[config.mk]
export PLATFORM = sky130hd
export DESIGN_NAME = rtc_trim_prescaler
export DESIGN_NICKNAME = d
export VERILOG_FILES = /design/src/rtl/tsp_pkg.sv /design/src/rtl/tsp_divider.sv /design/src/rtl/tsp_cal_sched.sv /design/src/rtl/tsp_ftest.sv /design/src/rtl/tsp_century.sv /design/src/rtl/rtc_trim_prescaler.sv
export SDC_FILE = /design/constraint.sdc
export NUM_CORES = 1
export LEC_CHECK = 0
export ABC_CLOCK_PERIOD_IN_PS = 4000
export BUFFER_PORTS_ARGS = -buffer_cell sky130_fd_sc_hd__buf_2
export CAP_MARGIN = 20
export CORE_MARGIN = 2
export CORE_UTILIZATION = 55
export CTS_BUF_LIST = sky130_fd_sc_hd__clkbuf_2 sky130_fd_sc_hd__clkbuf_4 sky130_fd_sc_hd__clkbuf_8
export DETAILED_ROUTE_END_ITERATION = 10
export PLACE_DENSITY_LB_ADDON = 0.25
export SLEW_MARGIN = 10
export SYNTH_ARGS = -nofsm -noshare
export SYNTH_HDL_FRONTEND = slang
export SYNTH_HIERARCHICAL = 1
export SYNTH_SLANG_ARGS = --single-unit
[constraint.sdc]
create_clock -name clk_osc -period 4 [get_ports clk_osc]
set_input_delay 0.8 -clock clk_osc [delete_from_list [all_inputs] [get_ports clk_osc]]
set_output_delay 0.8 -clock clk_osc [all_outputs]
set_load 0.05 [all_outputs]
[src/rtl/tsp_pkg.sv]
package tsp_pkg;

    typedef enum logic [1:0] {
        S_LEAD = 2'd0,
        S_RUN  = 2'd1,
        S_HALT = 2'd2
    } div_state_e;

    typedef struct packed {
        logic       pos;
        logic [4:0] mag;
    } cal_t;

endpackage

[src/rtl/tsp_divider.sv]
module tsp_divider
    import tsp_pkg::*;
#(
    parameter int PRE_DIV  = 256,
    parameter int POST_DIV = 128
) (
    input  logic clk,
    input  logic rst_n,
    input  logic run,
    input  logic corr_pos,
    input  logic corr_neg,
    output logic sec_end
);
    localparam int LEAD_EXT = PRE_DIV + PRE_DIV / 2;
    localparam int PW       = $clog2(LEAD_EXT);
    localparam int QW       = $clog2(POST_DIV);

    div_state_e    state_q, state_d;
    logic [PW-1:0] pre_q, pre_d;
    logic [QW-1:0] post_q, post_d;
    logic [PW-1:0] lead_term;

    // a slowed second stretches its first stage period by half
    assign lead_term = corr_neg ? PW'(LEAD_EXT - 1) : PW'(PRE_DIV - 1);

    always_ff @(posedge clk or negedge rst_n) begin
        if (!rst_n) begin
            state_q <= S_LEAD;
            pre_q   <= '0;
            post_q  <= '0;
        end else begin
            state_q <= state_d;
            pre_q   <= pre_d;
            post_q  <= post_d;
        end
    end

    always_comb begin
        state_d = state_q;
        pre_d   = pre_q;
        post_d  = post_q;
        unique case (state_q)
            S_LEAD: begin
                if (!run) begin
                    state_d = S_HALT;
                end else if (pre_q == lead_term) begin
                    pre_d   = '0;
                    // a sped-up second counts the split pulse twice
                    post_d  = corr_pos ? QW'(2) : QW'(1);
                    state_d = S_RUN;
                end else begin
                    pre_d = pre_q + PW'(1);
                end
            end
            S_RUN: begin
                if (!run) begin
                    state_d = S_HALT;
                end else if (pre_q == PW'(PRE_DIV - 1)) begin
                    pre_d = '0;
                    if (post_q == QW'(POST_DIV - 1)) begin
                        post_d  = '0;
                        state_d = S_LEAD;
                    end else begin
                        post_d = post_q + QW'(1);
                    end
                end else begin
                    pre_d = pre_q + PW'(1);
                end
            end
            S_HALT: begin
                if (run) state_d = (post_q == '0) ? S_LEAD : S_RUN;
            end
            default: state_d = S_LEAD;
        endcase
    end

    always_comb begin
        sec_end = run && (state_q == S_RUN)
               && (pre_q == PW'(PRE_DIV - 1))
               && (post_q == QW'(POST_DIV - 1));
    end


    div_hold_chk: assert property (@(posedge clk) disable iff (!rst_n)
        !run |=> ($stable(pre_q) && $stable(post_q)));


    lead_span_chk: assert property (@(posedge clk) disable iff (!rst_n)
        (state_q == S_LEAD && !corr_neg) |-> (pre_q < PW'(PRE_DIV)));

endmodule

[src/rtl/tsp_cal_sched.sv]
module tsp_cal_sched
    import tsp_pkg::*;
#(
    parameter int SEC_PER_MIN   = 60,
    parameter int MIN_PER_CYCLE = 64
) (
    input  logic clk,
    input  logic rst_n,
    input  logic sec_end,
    input  cal_t cal_in,
    output logic corr_pos,
    output logic corr_neg
);
    localparam int SW   = $clog2(SEC_PER_MIN);
    localparam int MW   = $clog2(MIN_PER_CYCLE);
    localparam int ELIG = MIN_PER_CYCLE - 2;

    logic [SW-1:0] sec_q;
    logic [MW-1:0] min_q;
    cal_t          cal_q;
    logic          last_sec, last_min, wrap;
    logic [31:0]   span;
    logic          elig;

    assign last_sec = (sec_q == SW'(SEC_PER_MIN - 1));
    assign last_min = (min_q == MW'(MIN_PER_CYCLE - 1));
    assign wrap     = sec_end && last_sec && last_min;

    always_ff @(posedge clk or negedge rst_n) begin
        if (!rst_n) begin
            sec_q <= '0;
            min_q <= '0;
            cal_q <= '0;
        end else if (sec_end) begin
            if (last_sec) begin
                sec_q <= '0;
                if (last_min) begin
                    min_q <= '0;
                    cal_q <= cal_in;
                end else begin
                    min_q <= min_q + MW'(1);
                end
            end else begin
                sec_q <= sec_q + SW'(1);
            end
        end
    end

    always_comb begin
        span = {26'd0, cal_q.mag, 1'b0};
        if (span > 32'(ELIG)) span = 32'(ELIG);
        elig = (sec_q == '0) && ({{(32 - MW){1'b0}}, min_q} < span);
        corr_pos = elig && cal_q.pos;
        corr_neg = elig && !cal_q.pos;
    end


    cal_hold_chk: assert property (@(posedge clk) disable iff (!rst_n)
        !wrap |=> $stable(cal_q));


    one_dir_chk: assert property (@(posedge clk) disable iff (!rst_n)
        !(corr_pos && corr_neg));

endmodule

[src/rtl/tsp_ftest.sv]
module tsp_ftest #(
    parameter int FT_HALF = 32
) (
    input  logic clk,
    input  logic rst_n,
    input  logic run,
    input  logic ft_en,
    output logic wave
);
    localparam int FW = $clog2(FT_HALF);

    logic [FW-1:0] cnt_q;
    logic          wave_q;
    logic          active;

    assign active = ft_en && run;

    always_ff @(posedge clk or negedge rst_n) begin
        if (!rst_n) begin
            cnt_q <= '0;
        end else if (run) begin
            cnt_q <= (cnt_q == FW'(FT_HALF - 1)) ? '0 : cnt_q + FW'(1);
        end
    end

    always_ff @(posedge clk or negedge rst_n) begin
        if (!rst_n)                            wave_q <= 1'b0;
        else if (!active)                      wave_q <= 1'b0;
        else if (cnt_q == FW'(FT_HALF - 1))    wave_q <= !wave_q;
    end

    assign wave = wave_q;


    ft_quiet_chk: assert property (@(posedge clk) disable iff (!rst_n)
        !(ft_en && run) |=> !wave_q);

endmodule

[src/rtl/tsp_century.sv]
module tsp_century (
    input  logic clk,
    input  logic rst_n,
    input  logic en,
    input  logic roll,
    output logic flag
);
    logic flag_q;

    always_ff @(posedge clk or negedge rst_n) begin
        if (!rst_n)          flag_q <= 1'b0;
        else if (en && roll) flag_q <= !flag_q;
    end

    assign flag = flag_q;


    cent_hold_chk: assert property (@(posedge clk) disable iff (!rst_n)
        !(en && roll) |=> $stable(flag_q));


    cent_flip_chk: assert property (@(posedge clk) disable iff (!rst_n)
        (en && roll) |=> (flag_q != $past(flag_q)));

endmodule

[src/rtl/rtc_trim_prescaler.sv]
module rtc_trim_prescaler
    import tsp_pkg::*;
#(
    parameter int PRE_DIV       = 256,
    parameter int POST_DIV      = 128,
    parameter int SEC_PER_MIN   = 60,
    parameter int MIN_PER_CYCLE = 64,
    parameter int FT_HALF       = 32
) (
    input  logic       clk_osc,
    input  logic       rst_n,
    input  logic [5:0] cal_word,
    input  logic       osc_stop,
    input  logic       ft_en,
    input  logic       cent_en,
    input  logic       cent_roll,
    output logic       sec_tick,
    output logic       ft_out,
    output logic       cent_bit
);
    logic run;
    logic sec_end;
    logic corr_pos, corr_neg;
    cal_t cal_in;
    logic tick_q;

    assign run    = !osc_stop;
    assign cal_in = cal_t'(cal_word);

    tsp_divider #(
        .PRE_DIV  (PRE_DIV),
        .POST_DIV (POST_DIV)
    ) u_div (
        .clk      (clk_osc),
        .rst_n    (rst_n),
        .run      (run),
        .corr_pos (corr_pos),
        .corr_neg (corr_neg),
        .sec_end  (sec_end)
    );

    tsp_cal_sched #(
        .SEC_PER_MIN   (SEC_PER_MIN),
        .MIN_PER_CYCLE (MIN_PER_CYCLE)
    ) u_sched (
        .clk      (clk_osc),
        .rst_n    (rst_n),
        .sec_end  (sec_end),
        .cal_in   (cal_in),
        .corr_pos (corr_pos),
        .corr_neg (corr_neg)
    );

    tsp_ftest #(
        .FT_HALF (FT_HALF)
    ) u_ft (
        .clk   (clk_osc),
        .rst_n (rst_n),
        .run   (run),
        .ft_en (ft_en),
        .wave  (ft_out)
    );

    tsp_century u_cent (
        .clk   (clk_osc),
        .rst_n (rst_n),
        .en    (cent_en),
        .roll  (cent_roll),
        .flag  (cent_bit)
    );

    always_ff @(posedge clk_osc or negedge rst_n) begin
        if (!rst_n) tick_q <= 1'b0;
        else        tick_q <= sec_end;
    end

    assign sec_tick = tick_q;


    tick_pulse_chk: assert property (@(posedge clk_osc) disable iff (!rst_n)
        sec_tick |=> !sec_tick);


    stop_quiet_chk: assert property (@(posedge clk_osc) disable iff (!rst_n)
        osc_stop |=> !sec_tick);

endmodule

==> impl_metrics.env, run 1 <==
export IMPL_top_layer_used="met4"
export IMPL_synth_edff_count=0
export IMPL_synth_area_leaders="dfrtp_1 (45%), ha_1 (7.1%), a21oi_1 (3.5%), mux2_2 (3.2%), o21ai_0 (3.0%)"
export IMPL_clk_pin_slew_ns=0.09
export IMPL_wl_per_cell_um=14.6
export IMPL_rsz0062_at_grt="false"
export IMPL_grt_pass1_wl_um=8070
export IMPL_hold_buffers=0
export IMPL_grt_max_degree=45
export IMPL_drive_gt1_frac=0.157
export IMPL_final_common_cell="dfrtp_1"
export IMPL_portBuffers=14
export IMPL_cp_required_ns=4.19
export IMPL_dr_first_iter_drc_count=104
export IMPL_cp_top_family="simple AND/OR/NAND/NOR gates"
export IMPL_wl_met2_um=2150
export IMPL_core_mm2=0.00432
export IMPL_drv_slew=0
export IMPL_cp_depth=10
export IMPL_wl_um=4480
export IMPL_numCtsBuffers=5
export IMPL_syn_cell_area_mm2=0.00247
export IMPL_num_fill_cells=366
export IMPL_place_inst=299
export IMPL_htreeDepth=2
export IMPL_min_path_cells=1
export IMPL_num_rows=24
export IMPL_ys_flop_type="dfrtp_1"
export IMPL_max_freq_ghz=0.298
export IMPL_min_period_ns=3.36
export IMPL_wl_met3_um=93
export IMPL_avgViaCountPerCell=5.90
export IMPL_maxCapViolCount=0
export IMPL_power_leakage_uw=0.00128
export IMPL_syn_nets=265
export IMPL_max_slew_margin=0.366
export IMPL_cts_tree="built"
export IMPL_fin_tns_setup_ns=0
export IMPL_syn_avg_cell_area_um2=10.3
export IMPL_gr_total_overflow=0
export IMPL_num_antenna_cells=0
export IMPL_drt_first_pass_iters=4
export IMPL_synth_cell_types=54
export IMPL_die_w_um=71.0
export IMPL_post_cts_buffers=0
export IMPL_path_max_fanout=11
export IMPL_ctsResizeCount=0
export IMPL_pin_count=15
export IMPL_clock_tree_root_cell="clkbuf_8"
export IMPL_crit_type="register to register"
export IMPL_yosysWarnings=6
export IMPL_worst_pin_slew_ns=0.952
export IMPL_cts_sinks=44
export IMPL_setup_viol_count_final=0
export IMPL_die_y_um=71.0
export IMPL_synth_top_area_frac=0.446
export IMPL_gp_congestion=0.845
export IMPL_final_util=0.616
export IMPL_reg2reg_depth=10
export IMPL_max_stage_delay_ns=0.51
export IMPL_mostFrequentLayoutCells="dfrtp_1 (44), nand2_1 (18), a21oi_1 (17)"
export IMPL_crit_path_end_kind="register"
export IMPL_synth_cells=239
export IMPL_instances_no_fill=307
export IMPL_cpMaxStageDelayCell="nor4_4"
export IMPL_hold_class="register to register"
export IMPL_yosysTopAreaCell="dfrtp_1"
export IMPL_finalCritPeriodShare=0.840
export IMPL_antenna_found_initial=0
export IMPL_floorplan_initialDensity=0.570
export IMPL_status="complete, no violations"
export IMPL_power_density_mw_per_mm2=374
export IMPL_ir_drop_v=0.000297
export IMPL_synth_yosys_seq_area_share=0.446
export IMPL_synth_async_sr_flop_share=1.00
export IMPL_crit_buf_inv=0
export IMPL_clockBufferDepth=2
export IMPL_wl_met1_um=2200
export IMPL_synth_seq_cells=44
export IMPL_hold_viol_final=0
export IMPL_clock_skew_ns=0.00920
export IMPL_insertion_delay_ns=0.30
export IMPL_syn_to_final_growth_pct=8.02
export IMPL_path_cells="ha_1, and3_4, and3_1, ha_1, nand2_1, nor2_1, and3_1, nand2_2, nor4_4, mux2_2"
export IMPL_die_area_mm2=0.00504
export IMPL_drcViolationCount=0
export IMPL_vias=1811
export IMPL_ant_nets=0
export IMPL_finalNetCount=280
export IMPL_start_kind="register"
export IMPL_grt_pass1_vias=1786
export IMPL_dp_hpwl_um=3130
export IMPL_grt_usage=0.202
export IMPL_cp_data_arrival_time_ns=3.55
## area by class of cell
class / instances / area, µm² / area share
clock buffers: 6 / 82.6 / 0.0310
clock inverters: 2 / 15.0 / 0.00564
repair buffers: 14 / 70.1 / 0.0263
inverters: 15 / 56.3 / 0.0211
flip-flops and latches: 44 / 1100 / 0.413
multi-input cells: 174 / 1270 / 0.478
well taps: 52 / 65.1 / 0.0244
## cell families (layout without fill, tap and decap cells)
group | count (synthesis) | in the layout | share of synthesized area
AND/OR/NAND/NOR | 80 | 80 | 0.192
AO/OA/AOI/OAI | 58 | 58 | 0.164
flip-flops | 44 | 44 | 0.446
buffers and inverters | 21 | 37 | 0.0370
adder cells (fa/ha/maj) | 14 | 14 | 0.0710
multiplexers | 12 | 12 | 0.0533
XOR/XNOR | 10 | 10 | 0.0355
## worst register-to-register path: cells and delay by family (launching register included)
family        cells  cell delay [ns]
fa+ha+maj         2             0.51
simple gates      7             1.95
flops             1             0.40
mux               1             0.39
## per-stage QoR
| step | instance area, µm² | power [µW] | hold slack, ns | worst slack, ns |
|---|---|---|---|---|
| 2_1_floorplan | 2470 | 662 | 0.465 | 1.18 |
| 3_3_place_gp | 2570 | 703 | 0.455 | 0.687 |
| 3_5_place_dp | 2570 | 710 | 0.461 | 0.585 |
| 4_1_cts | 2660 | 1010 | 0.479 | 0.654 |
| 5_1_grt | 2660 | 1060 | 0.514 | 0.399 |
| 6_report | 2660 | 996 | 0.475 | 0.640 |
## routing by layer
layer	global-route usage	vias up
li1	-	896
met1	0.282	896
met2	0.314	15
met3	0.0427	4
met4	0.0734	0
met5	0	-
## power breakdown
group          switching [µW]  leakage [µW]  internal, µW
logic                    86.3      0.000670          64.9
clock network             153     0.0000434           140
registers                53.7      0.000563           498
## cells in the mapped netlist (all sizes together) (2+ instances only)
library cell	number
xor2	8
or4	2
buf	4
nand3	11
or3	2
o21ai	17
a22o	2
a211oi	2
xnor2	2
inv	15
ha	14
nand2	19
mux2i	3
o2111ai	2
dfrtp	44
mux2	9
nand4	4
and3	11
nor3	3
nand2b	6
nor2	11
nor2b	2
o211ai	3
nor4	2
clkbuf	2
a21oi	18
o211a	3
## state kept, by name, summed over array words and instances, names as in the netlist
signal         cells
u_cent/flag        1
u_div/post_q       7
u_sched/sec_q      6
u_div/pre_q        9
u_div/state_q      2
sec_tick           1
u_sched/cal_q      6
u_ft/wave          1
u_ft/cnt_q         5
u_sched/min_q      6
## final timing paths
check	start	endpoint	slack, ns
hold reg to reg	u_cent/flag	u_cent/flag	0.47
hold / removal	u_cent/flag	u_cent/flag	0.47
min in group asynchronous	rst_n	u_sched/min_q[2]	0.64
max in group asynchronous	rst_n	u_sched/sec_q[4]	2.76
setup / recovery	u_div/pre_q[0]	u_sched/cal_q[5]	0.64
setup reg to reg	u_div/pre_q[0]	u_sched/cal_q[5]	0.64
Note: power is estimated with default switching activity, not from simulation.
==> run 2: changes to the inputs <==
--- a/config.mk
+++ b/config.mk
@@ -5,7 +5,7 @@
 export SDC_FILE = /design/constraint.sdc
 export NUM_CORES = 1
 export LEC_CHECK = 0
-export ABC_CLOCK_PERIOD_IN_PS = 4000
+export ABC_CLOCK_PERIOD_IN_PS = 3000
 export BUFFER_PORTS_ARGS = -buffer_cell sky130_fd_sc_hd__buf_2
 export CAP_MARGIN = 20
 export CORE_MARGIN = 2
==> constraint.sdc (replaced) <==
create_clock -name clk_osc -period 3 [get_ports clk_osc]
set_input_delay 0.6 -clock clk_osc [delete_from_list [all_inputs] [get_ports clk_osc]]
set_output_delay 0.6 -clock clk_osc [all_outputs]
set_load 0.05 [all_outputs]
==> run 2 against run 1 <==
Utilization is 1.1 points higher. Combinational power is 33% higher. Final cell count is 2.3% higher. Setup slack worse by 0.41 ns. Critical path type unchanged. Largest cell class unchanged. Largest power group unchanged.
==> impl_metrics.env, run 2 (synthesized netlist as in run 1, its figures left out) <==
export IMPL_fin_tns_setup_ns=0
export IMPL_finalNetCount=287
export IMPL_maxCapViolCount=0
export IMPL_cpMaxStageDelayCell="or4_1"
export IMPL_grt_usage=0.202
export IMPL_status="complete, no violations"
export IMPL_drt_first_pass_iters=4
export IMPL_cp_data_arrival_time_ns=3.00
export IMPL_portBuffers=14
export IMPL_syn_to_final_growth_pct=9.94
export IMPL_timing_final_ws_setup_ns=0.232
export IMPL_cts_tree="built"
export IMPL_die_w_um=71.0
export IMPL_top_regs="u_div/pre_q: 9 flops, u_div/post_q: 7 flops"
export IMPL_max_freq_ghz=0.361
export IMPL_dp_hpwl_um=3260
export IMPL_num_fill_cells=376
export IMPL_path_cells="ha_1, and3_4, and3_1, ha_1, nand2_1, nor2_1, and3_1, nand2_2, buf_4, or4_1, o21ai_1"
export IMPL_mostFrequentLayoutCells="dfrtp_1 (44), nand2_1 (18), a21oi_1 (17)"
export IMPL_place_ws_ns=0.154
export IMPL_path_max_fanout=10
export IMPL_clk_pin_slew_ns=0.09
export IMPL_hold_slack_ns=0.439
export IMPL_wl_per_cell_um=14.5
export IMPL_num_rows=24
export IMPL_setup_viol_count_final=0
export IMPL_fin_area_mm2=0.00271
export IMPL_max_slew_margin=0.370
export IMPL_ir_drop_v=0.000369
export IMPL_largest_reg_flops=9
export IMPL_gr_total_overflow=0
export IMPL_avgViaCountPerCell=5.83
export IMPL_drive_gt1_frac=0.179
export IMPL_multi_input_area_mm2=0.00127
export IMPL_drcViolationCount=0
export IMPL_min_period_ns=2.77
export IMPL_final_common_cell="dfrtp_1"
export IMPL_worst_pin_slew_ns=0.945
export IMPL_instances_no_fill=314
export IMPL_gp_congestion=0.828
export IMPL_floorplan_initialDensity=0.570
export IMPL_clockBufferDepth=2
export IMPL_dr_first_iter_drc_count=110
export IMPL_top_register="u_div/pre_q"
export IMPL_final_seq_area_mm2=0.00110
export IMPL_grt_pass1_vias=1790
export IMPL_pin_count=15
export IMPL_ctsResizeCount=0
export IMPL_num_antenna_cells=0
export IMPL_clock_skew_ns=0.00696
export IMPL_hold_class="input port to asynchronous set/reset pin"
export IMPL_cp_top_family="simple AND/OR/NAND/NOR gates"
export IMPL_drv_slew=0
export IMPL_crit_path_end_kind="register"
export IMPL_crit_buf_inv=1
export IMPL_max_stage_delay_ns=0.51
export IMPL_antenna_found_initial=0
export IMPL_grt_max_degree=45
export IMPL_numCtsBuffers=5
export IMPL_htreeDepth=2
export IMPL_die_area_mm2=0.00504
export IMPL_clock_tree_root_cell="clkbuf_8"
export IMPL_start_kind="register"
export IMPL_ant_nets=0
export IMPL_crit_type="register to register"
export IMPL_place_inst=306
export IMPL_power_leakage_uw=0.00131
export IMPL_cts_sinks=44
export IMPL_power_density_mw_per_mm2=483
export IMPL_hold_viol_final=0
export IMPL_vias=1832
export IMPL_cp_required_ns=3.23
export IMPL_core_mm2=0.00432
export IMPL_placed_area_mm2=0.00262
export IMPL_wl_um=4550
export IMPL_grt_pass1_wl_um=8110
export IMPL_finalCritPeriodShare=0.923
export IMPL_rsz0062_at_grt="false"
export IMPL_hold_buffers=0
export IMPL_insertion_delay_ns=0.30
export IMPL_die_y_um=71.0
## run 2: cell types whose count changed in the layout (fill, tap and decap cells not counted), sizes merged
cell	before	now
clkbuf	6	5
clkinv	0	1
buf	14	21
## run 2: final cells by class
type / instances / area share
Timing Repair Buffer: 21 / 0.0452
Multi-Input combinational cell: 174 / 0.470
Tap cell: 52 / 0.0240
Inverter: 15 / 0.0208
Clock buffer: 5 / 0.0254
Clock inverter: 3 / 0.00877
Sequential cell: 44 / 0.406
## run 2: what timing repair did
action                                 4_1_cts  5_1_grt
setup endpoints to repair                    0        6
endpoints found under the hold margin        0        0
buffers inserted                             0        0
## run 2: per-layer routing
metal,wire [µm],GRT usage
met3,134,0.0370
met2,2160,0.327
met5,0,0
met4,63,0.0713
met1,2200,0.272
## run 2: worst paths after layout
| kind | start | endpoint | slack, ns | depth (start not counted) |
|---|---|---|---|---|
| setup / recovery | u_div/pre_q[0] | u_sched/min_q[5] | 0.23 | 11 |
| min in group clk_osc | u_cent/flag | u_cent/flag | 0.47 | 1 |
| hold / removal | rst_n | u_sched/min_q[3] | 0.44 | 1 |
| setup reg to reg | u_div/pre_q[0] | u_sched/min_q[5] | 0.23 | 11 |
| hold reg to reg | u_cent/flag | u_cent/flag | 0.47 | 1 |
| max in group asynchronous | rst_n | u_div/pre_q[4] | 1.97 | 1 |
## run 2: power by group
group          internal, µW  total (µW)  switching (µW)  leakage [µW]
Clock                   165         372             207     0.0000404
Combinational          87.5         201             114      0.000705
Sequential              664         735            71.3      0.000563
Total                   916        1310             392       0.00131
## run 2: worst reg2reg max path, cell delays in order, from the launching register on
cell     delay (ns)
dfrtp_1        0.39
ha_1           0.23
and3_4         0.24
and3_1         0.18
ha_1           0.16
nand2_1        0.13
nor2_1         0.25
and3_1         0.23
nand2_2        0.09
buf_4          0.18
or4_1          0.51
o21ai_1        0.12
## run 2: per-stage QoR
step | total power [µW] | utilization
floorplan | 883 | -
global placement | 941 | 0.606
detailed placement | 949 | 0.606
CTS | 1320 | 0.627
global route | 1390 | 0.627
finish | 1310 | 0.627
